==> config.mk <==
export PLATFORM = sky130hd
export DESIGN_NAME = cc_adder_top
export DESIGN_NICKNAME = d
export VERILOG_FILES = /design/src/rtl/cc_adder_pkg.sv /design/src/rtl/cc_operand_hold.sv /design/src/rtl/cc_rail_cell.sv /design/src/rtl/cc_done_detect.sv /design/src/rtl/cc_sum_form.sv /design/src/rtl/cc_adder_top.sv
export SDC_FILE = /design/constraint.sdc
export NUM_CORES = 1
export LEC_CHECK = 0
export BUFFER_PORTS_ARGS = -buffer_cell sky130_fd_sc_hd__buf_4
export CAP_MARGIN = 20
export CORE_ASPECT_RATIO = 0.9
export CORE_MARGIN = 4
export CORE_UTILIZATION = 54
export CTS_BUF_LIST = sky130_fd_sc_hd__clkbuf_8 sky130_fd_sc_hd__clkbuf_16
export DETAILED_ROUTE_END_ITERATION = 7
export PLACE_DENSITY = 0.76
export REMOVE_ABC_BUFFERS = 1
export SYNTH_ARGS = -nofsm -noshare
export SYNTH_HDL_FRONTEND = slang
export SYNTH_SLANG_ARGS = --single-unit
==> constraint.sdc <==
create_clock -name clk -period 1.5 [get_ports clk]
set_input_delay 0.225 -clock clk [delete_from_list [all_inputs] [get_ports clk]]
set_output_delay 0.225 -clock clk [all_outputs]
set_load 0.02 [all_outputs]
==> src/rtl/cc_adder_pkg.sv <==
package cc_adder_pkg;

    // One carry position as two rails: hi = carry is one, lo = carry is zero.
    typedef struct packed {
        logic hi;
        logic lo;
    } carry_rail_t;

    // How a bit pair treats the carry that enters it.
    typedef enum logic [1:0] {
        PAIR_KILL = 2'd0,
        PAIR_PASS = 2'd1,
        PAIR_MAKE = 2'd2
    } pair_kind_e;

    localparam carry_rail_t RAIL_EMPTY = '{hi: 1'b0, lo: 1'b0};

    function automatic pair_kind_e pair_kind(input logic x, input logic y);
        pair_kind_e k;
        if (x && y)
            k = PAIR_MAKE;
        else if (!x && !y)
            k = PAIR_KILL;
        else
            k = PAIR_PASS;
        return k;
    endfunction

    function automatic logic rail_known(input carry_rail_t r);
        return r.hi | r.lo;
    endfunction

    function automatic carry_rail_t rail_of_value(input logic v);
        carry_rail_t r;
        r.hi = v;
        r.lo = ~v;
        return r;
    endfunction

endpackage

==> src/rtl/cc_operand_hold.sv <==
module cc_operand_hold
    import cc_adder_pkg::*;
#(
    parameter int WIDTH = 16
) (
    input  logic             clk,
    input  logic             rst,
    input  logic             start,
    input  logic [WIDTH-1:0] a_in,
    input  logic [WIDTH-1:0] b_in,
    input  logic             cin_in,
    output logic [WIDTH-1:0] a_held,
    output logic [WIDTH-1:0] b_held,
    output carry_rail_t      rail_base,
    output logic             busy,
    output logic             launch
);

    logic busy_q;
    logic [WIDTH-1:0] a_q;
    logic [WIDTH-1:0] b_q;
    carry_rail_t base_q;

    assign launch = start && !busy_q;

    always_ff @(posedge clk) begin
        if (rst) begin
            busy_q <= 1'b0;
            a_q    <= '0;
            b_q    <= '0;
            base_q <= RAIL_EMPTY;
        end else if (!start) begin
            busy_q <= 1'b0;
            base_q <= RAIL_EMPTY;
        end else if (launch) begin
            busy_q <= 1'b1;
            a_q    <= a_in;
            b_q    <= b_in;
            base_q <= rail_of_value(cin_in);
        end
    end

    assign a_held    = a_q;
    assign b_held    = b_q;
    assign rail_base = base_q;
    assign busy      = busy_q;

    // captured operands do not move while an operation is running
    a_r8_operands_frozen: assert property (@(posedge clk) disable iff (rst)
        (busy_q && start) |=> ($stable(a_q) && $stable(b_q) && $stable(base_q)));

    // carry position 0 is settled right after capture
    a_r6_base_settled: assert property (@(posedge clk) disable iff (rst)
        launch |=> (rail_known(base_q) && (base_q.hi == $past(cin_in))));

endmodule

==> src/rtl/cc_rail_cell.sv <==
module cc_rail_cell
    import cc_adder_pkg::*;
(
    input  logic        clk,
    input  logic        rst,
    input  logic        start,
    input  logic        launch,
    input  logic        busy,
    input  logic        x_new,
    input  logic        y_new,
    input  logic        x_held,
    input  logic        y_held,
    input  carry_rail_t rail_below,
    output carry_rail_t rail_above
);

    pair_kind_e kind_new;
    pair_kind_e kind_held;
    carry_rail_t rail_q;
    carry_rail_t rail_d;

    assign kind_new  = pair_kind(x_new, y_new);
    assign kind_held = pair_kind(x_held, y_held);

    always_comb begin
        rail_d = rail_q;
        if (!start) begin
            rail_d = RAIL_EMPTY;
        end else if (launch) begin
            case (kind_new)
                PAIR_MAKE: rail_d = rail_of_value(1'b1);
                PAIR_KILL: rail_d = rail_of_value(1'b0);
                default:   rail_d = RAIL_EMPTY;
            endcase
        end else if (kind_held == PAIR_PASS) begin
            rail_d = rail_below;
        end
    end

    always_ff @(posedge clk) begin
        if (rst)
            rail_q <= RAIL_EMPTY;
        else
            rail_q <= rail_d;
    end

    assign rail_above = rail_q;

    // a settled position holds its value while start stays high
    a_r2_settled_holds: assert property (@(posedge clk) disable iff (rst)
        (rail_known(rail_q) && start) |=> (rail_q == $past(rail_q)));

    // a make pair shows carry-one as soon as the operation is live
    a_r3_make_immediate: assert property (@(posedge clk) disable iff (rst)
        (busy && kind_held == PAIR_MAKE) |-> (rail_q.hi && !rail_q.lo));

    // a kill pair shows carry-zero as soon as the operation is live
    a_r3_kill_immediate: assert property (@(posedge clk) disable iff (rst)
        (busy && kind_held == PAIR_KILL) |-> (rail_q.lo && !rail_q.hi));

    // a pass pair settles only after the position below has settled
    a_r4_pass_waits: assert property (@(posedge clk) disable iff (rst)
        ($rose(rail_known(rail_q)) && kind_held == PAIR_PASS) |->
            $past(rail_known(rail_below)));

endmodule

==> src/rtl/cc_done_detect.sv <==
module cc_done_detect
    import cc_adder_pkg::*;
#(
    parameter int NPOS = 17
) (
    input  carry_rail_t [NPOS-1:0] rails,
    output logic                   all_known
);

    logic [NPOS-1:0] known_vec;

    for (genvar p = 0; p < NPOS; p++) begin : g_known
        assign known_vec[p] = rail_known(rails[p]);
    end

    assign all_known = &known_vec;

endmodule

==> src/rtl/cc_sum_form.sv <==
module cc_sum_form
    import cc_adder_pkg::*;
#(
    parameter int WIDTH = 16
) (
    input  logic [WIDTH-1:0]     a_held,
    input  logic [WIDTH-1:0]     b_held,
    input  carry_rail_t [WIDTH:0] rails,
    input  logic                 valid,
    output logic [WIDTH-1:0]     sum,
    output logic                 cout
);

    logic [WIDTH-1:0] raw_sum;

    for (genvar i = 0; i < WIDTH; i++) begin : g_sum
        assign raw_sum[i] = a_held[i] ^ b_held[i] ^ rails[i].hi;
    end

    assign sum  = valid ? raw_sum : '0;
    assign cout = valid ? rails[WIDTH].hi : 1'b0;

endmodule

==> src/rtl/cc_adder_top.sv <==
module cc_adder_top
    import cc_adder_pkg::*;
#(
    parameter int WIDTH = 16
) (
    input  logic             clk,
    input  logic             rst,
    input  logic             start,
    input  logic [WIDTH-1:0] a,
    input  logic [WIDTH-1:0] b,
    input  logic             cin,
    output logic [WIDTH-1:0] sum,
    output logic             cout,
    output logic             done
);

    localparam int NPOS = WIDTH + 1;

    logic [WIDTH-1:0] a_held;
    logic [WIDTH-1:0] b_held;
    logic             busy;
    logic             launch;
    carry_rail_t [NPOS-1:0] rails;
    carry_rail_t      rail_base;
    logic             cin_held_q;

    cc_operand_hold #(.WIDTH(WIDTH)) u_hold (
        .clk       (clk),
        .rst       (rst),
        .start     (start),
        .a_in      (a),
        .b_in      (b),
        .cin_in    (cin),
        .a_held    (a_held),
        .b_held    (b_held),
        .rail_base (rail_base),
        .busy      (busy),
        .launch    (launch)
    );

    assign rails[0] = rail_base;

    for (genvar i = 0; i < WIDTH; i++) begin : g_cell
        cc_rail_cell u_cell (
            .clk        (clk),
            .rst        (rst),
            .start      (start),
            .launch     (launch),
            .busy       (busy),
            .x_new      (a[i]),
            .y_new      (b[i]),
            .x_held     (a_held[i]),
            .y_held     (b_held[i]),
            .rail_below (rails[i]),
            .rail_above (rails[i+1])
        );
    end

    cc_done_detect #(.NPOS(NPOS)) u_done (
        .rails     (rails),
        .all_known (done)
    );

    cc_sum_form #(.WIDTH(WIDTH)) u_sum (
        .a_held (a_held),
        .b_held (b_held),
        .rails  (rails),
        .valid  (done),
        .sum    (sum),
        .cout   (cout)
    );

    // Carry-in kept only for the arithmetic check below.
    always_ff @(posedge clk) begin
        if (rst)
            cin_held_q <= 1'b0;
        else if (launch)
            cin_held_q <= cin;
    end

    // start sampled low leaves the block idle
    a_r1_idle_after_low: assert property (@(posedge clk) disable iff (rst)
        !start |=> (!done && sum == '0 && !cout));

    // completion implies the carry-out position is settled one-hot
    a_r5_cout_settled: assert property (@(posedge clk) disable iff (rst)
        done |-> (rails[WIDTH].hi != rails[WIDTH].lo));

    // the reported result matches arithmetic addition of the held operands
    a_r7_sum_matches: assert property (@(posedge clk) disable iff (rst)
        done |-> ({cout, sum} == ({1'b0, a_held} + {1'b0, b_held} + NPOS'(cin_held_q))));

    // completion only while an operation is running
    a_r9_done_needs_busy: assert property (@(posedge clk) disable iff (rst)
        done |-> busy);

    // the edge after reset shows an idle block
    a_r10_reset_clears: assert property (@(posedge clk)
        rst |=> (!done && !busy));

endmodule

==> out/summary.txt <==
===================================================================================
Startpoint of the most critical setup path ........................... g_cell[6].u_cell.rail_above[0]$_SDFFE_PP0P_
Clock tree from TritonCTS ............................................          yes
FF/Latch Area ........................................................     1350 µm²
Multi-input combinational cell area ..................................     1870 µm²
Fraction of power spent switching nets ...............................        25.9%
Top FF cell, synth ...................................................      dfxtp_1
Average wire per standard cell .......................................      14.7 µm
Int Power ............................................................      2.93 mW
Setup repair after global routing missed its margin ..................         true
Antenna-violating nets left ..........................................            0
Reg2Reg Setup Slack ..................................................      0.09 ns
Total Negative Setup Slacks ..........................................     -7.11 ns
Leading post-synthesis cells by cell area ............................ dfxtp_1 (42%), a21oi_1 (10%), nand2_1 (7.7%)
Worst slack on hold paths ............................................     0.133 ns
Category of the worst setup path capture point .......................  output port
Area fraction of the dominant cell type after synthesis ..............        41.9%
Level count of the clock H-tree ......................................            3
Share of async-settable or async-resettable flops after synthesis ....           0%
Share of final-layout standard cells stronger than drive strength 1 ..        37.3%
Critical Path Source Type ............................................         flop
Die outline width ....................................................      89.2 µm
Leak .................................................................      1.87 nW
Register-to-Register Path Depth ......................................            4
Number of maximum-capacitance violations .............................            0
Met2 track utilization from global routing ...........................        41.9%
Cell Pwr Density .....................................................   903 nW/µm²
Highest Clock Rate ...................................................      514 MHz
Outcome .............................................................. finished, violations left
Diodes inserted ......................................................            0
Number of clock sinks ................................................           67
Register clock-pin slew on the reported worst setup and hold paths ...      0.07 ns
Reg-to-reg startpoint ................................................ u_hold.b_held[3]$_SDFFE_PP0P_
Busiest grt layer ....................................................         met2
Overall power after layout ...........................................      3.95 mW
Logic pwr share ......................................................        15.2%
Total global-route track usage .......................................        24.5%
Layout Skew ..........................................................   0.00702 ns
Part of the cycle the worst path needs ...............................         130%
Number of inserted filler cells in the final layout ..................          424
Required time at the endpoint of the critical path ...................      1.27 ns
Global placement routability congestion ..............................        0.860
Via count of the first global-routing pass ...........................        2,966
Clock share of power .................................................        36.3%
Cell variety after synth .............................................           27
First-pass iteration count of the detailed router ....................            4
Number of nets in the final layout ...................................          505
Routing usage on met3 ................................................        8.72%
Cells after Synth ....................................................          375
Slew HR ..............................................................        71.9%
DRC violation count after routing ....................................            0
Site Rows ............................................................           26
Final period demand of the worst path ................................      1.94 ns
Root Buffer Master ...................................................     clkbuf_8
Skew-Pair Late Insertion Delay .......................................      0.35 ns
Path type of the worst min-delay path ................................ primary input to flop
Mapped cell area .....................................................     3200 µm²
Worst hold stages ....................................................            3
Via-per-instance ratio ...............................................         5.44
I/O Buffers ..........................................................           53
P&R area growth vs syn ...............................................        36.6%
Half-perimeter wire length of the detailed placement result ..........      5610 µm
Final-report setup violation count ...................................           18
Count of placed standard cells in the final layout, fillers left out .          544
Maximum buffer depth of the clock tree ...............................            2
Final count of hold timing violations ................................            0
Capture instance of the worst register-to-register path .............. g_cell[3].u_cell.rail_above[0]$_SDFFE_PP0P_
Wirelength, routed ...................................................      8000 µm
Avg Inst Size Synth ..................................................     8.54 µm²
Vias .................................................................        2,960
Total core area ......................................................     5730 µm²
Initial antenna violation count ......................................            0
Largest net degree at the start of global routing ....................           56
Number of enable flip-flop cells after synthesis .....................            0
Cts bufs inserted ....................................................            9
Cell type with the largest total area after synthesis ................      dfxtp_1
Final slew viol count ................................................            0
Top-level I/O count ..................................................           54
Flops & latches, synth ...............................................           67
Violated checks ...................................................... negative setup slack
Data arrival time of the critical path ...............................      1.72 ns
Worst-margin pin slew ................................................     0.420 ns
Maximum fanout along the worst path ..................................            6
Total die area .......................................................     7230 µm²
Worst vdd rail ir drop ...............................................   0.000760 V
Global-route wire length before repair ...............................    13,500 µm
Source of the worst hold timing path .................................         b[1]
Sequential element share of the synthesized area .....................        41.9%
Kind of critical path ................................................ flop to output port
Number of hold buffers added after cts ...............................            0
Share of power burned in registers ...................................        48.5%
Number of warnings printed during yosys synthesis ....................            0
Vertical extent of the die ...........................................      81.1 µm
Net switching component of the power .................................      1.02 mW
Starting DRT DRC Count ...............................................          128
WHS Endpoint ......................................................... u_hold.b_held[1]$_SDFFE_PP0P_
Placed Instances .....................................................          526
Effective utilization at floorplan ...................................        55.9%
Met1 Resource Use GR .................................................        28.4%
Slack of the critical path ...........................................    -0.444 ns
Overflow after GRT ...................................................            0
===================================================================================
cell families after synthesis:
kind of cell    Yosys count  synth area share (%)
simple gates            113                  15.6
buf+inv                  27                  4.10
flops                    67                  41.9
compound gates          119                  23.3
xor+xnor                 19                  5.20
mux                      30                  9.96
cells in the final DEF (no fill, tap or decap), types with 2 or more instances in the layout:
cell type / instances
a211oi_4: 2
xor2_2: 5
a21oi_1: 66
clkbuf_8: 10
nor3_1: 15
buf_12: 2
xnor2_1: 3
dfxtp_1: 58
mux2i_1: 15
o22ai_2: 2
xor2_1: 11
o21bai_1: 11
nor3_2: 5
nor2_1: 20
nand2_1: 66
o22ai_1: 5
buf_6: 10
a211oi_1: 16
inv_1: 6
buf_4: 96
dfxtp_2: 9
o21bai_2: 2
mux2_2: 15
a211oi_2: 11
sequential cells by signal (all words and copies together) (netlist names):
signal,count
g_cell.u_cell.rail_above,32
u_hold.a_held,16
u_hold.b_held,16
u_hold.rail_base,2
u_hold.busy,1
power groups by stage:
stage          Sequential (mW)  Combinational [mW]  Clock (mW)
4_1_cts                   1.91               0.592        1.46
2_1_floorplan             1.95               0.296           0
3_3_place_gp              1.94               0.565           0
3_5_place_dp              1.95               0.577           0
5_1_grt                   1.92               0.665        1.55
6_report                  1.91               0.600        1.43
critical path, stage by stage, from the launching register on:
cell      delay (ns)
dfxtp_2         0.33
o22ai_2         0.08
nor3_2          0.24
nand3_4         0.16
buf_6           0.17
a211oi_2        0.21
buf_4           0.17
layer usage:
metal	routed length, µm	part of all wire [%]
met2	3960	50
met1	3400	42
met5	0	0
met4	147	1.8
met3	486	6.1
through the flow:
step	utilization [%]	setup slack, ns	area, µm²
2_1_floorplan	-	-1.03	3080
5_1_grt	76.4	-0.549	4370
3_5_place_dp	69.7	-0.134	3990
4_1_cts	75.0	-0.456	4300
6_report	76.4	-0.444	4370
3_3_place_gp	69.7	-0.114	3990
layout make-up:
| type | count | share of cell area (%) |
|---|---|---|
| inverter | 2 | 0.172 |
| tap | 70 | 2.00 |
| sequential | 67 | 30.9 |
| timing repair buffer | 108 | 20.0 |
| clock buffer | 10 | 3.15 |
| clock inverter | 6 | 1.14 |
| multi-input combinational | 281 | 42.6 |
cell usage after synthesis, types with 8 or more instances:
library cell	count
mux2i_1	15
nand2_1	66
nor3_1	15
a21oi_1	66
clkbuf_1	8
dfxtp_1	67
buf_2	15
a211oi_1	24
o21bai_1	13
xor2_1	16
mux2_2	15
nor2_1	22
timing repair:
item                                    in CTS  in global routing
endpoints found under the setup margin      18                 23
resized for setup                           26                 16
pin swaps                                   15                  2
setup buffers                                2                  0
how the worst max path moves through the flow:
stage | depth (start not counted) | end | slack, ns
2_1_floorplan | 4 | g_cell[10].u_cell.rail_above[0]$_SDFFE_PP0P_ | -1.03
3_3_place_gp | 6 | sum[5] | -0.11
3_5_place_dp | 6 | sum[2] | -0.13
4_1_cts | 6 | sum[2] | -0.46
5_1_grt | 6 | sum[2] | -0.55
6_report | 6 | sum[2] | -0.44
Power figures use the tool's default switching activity.
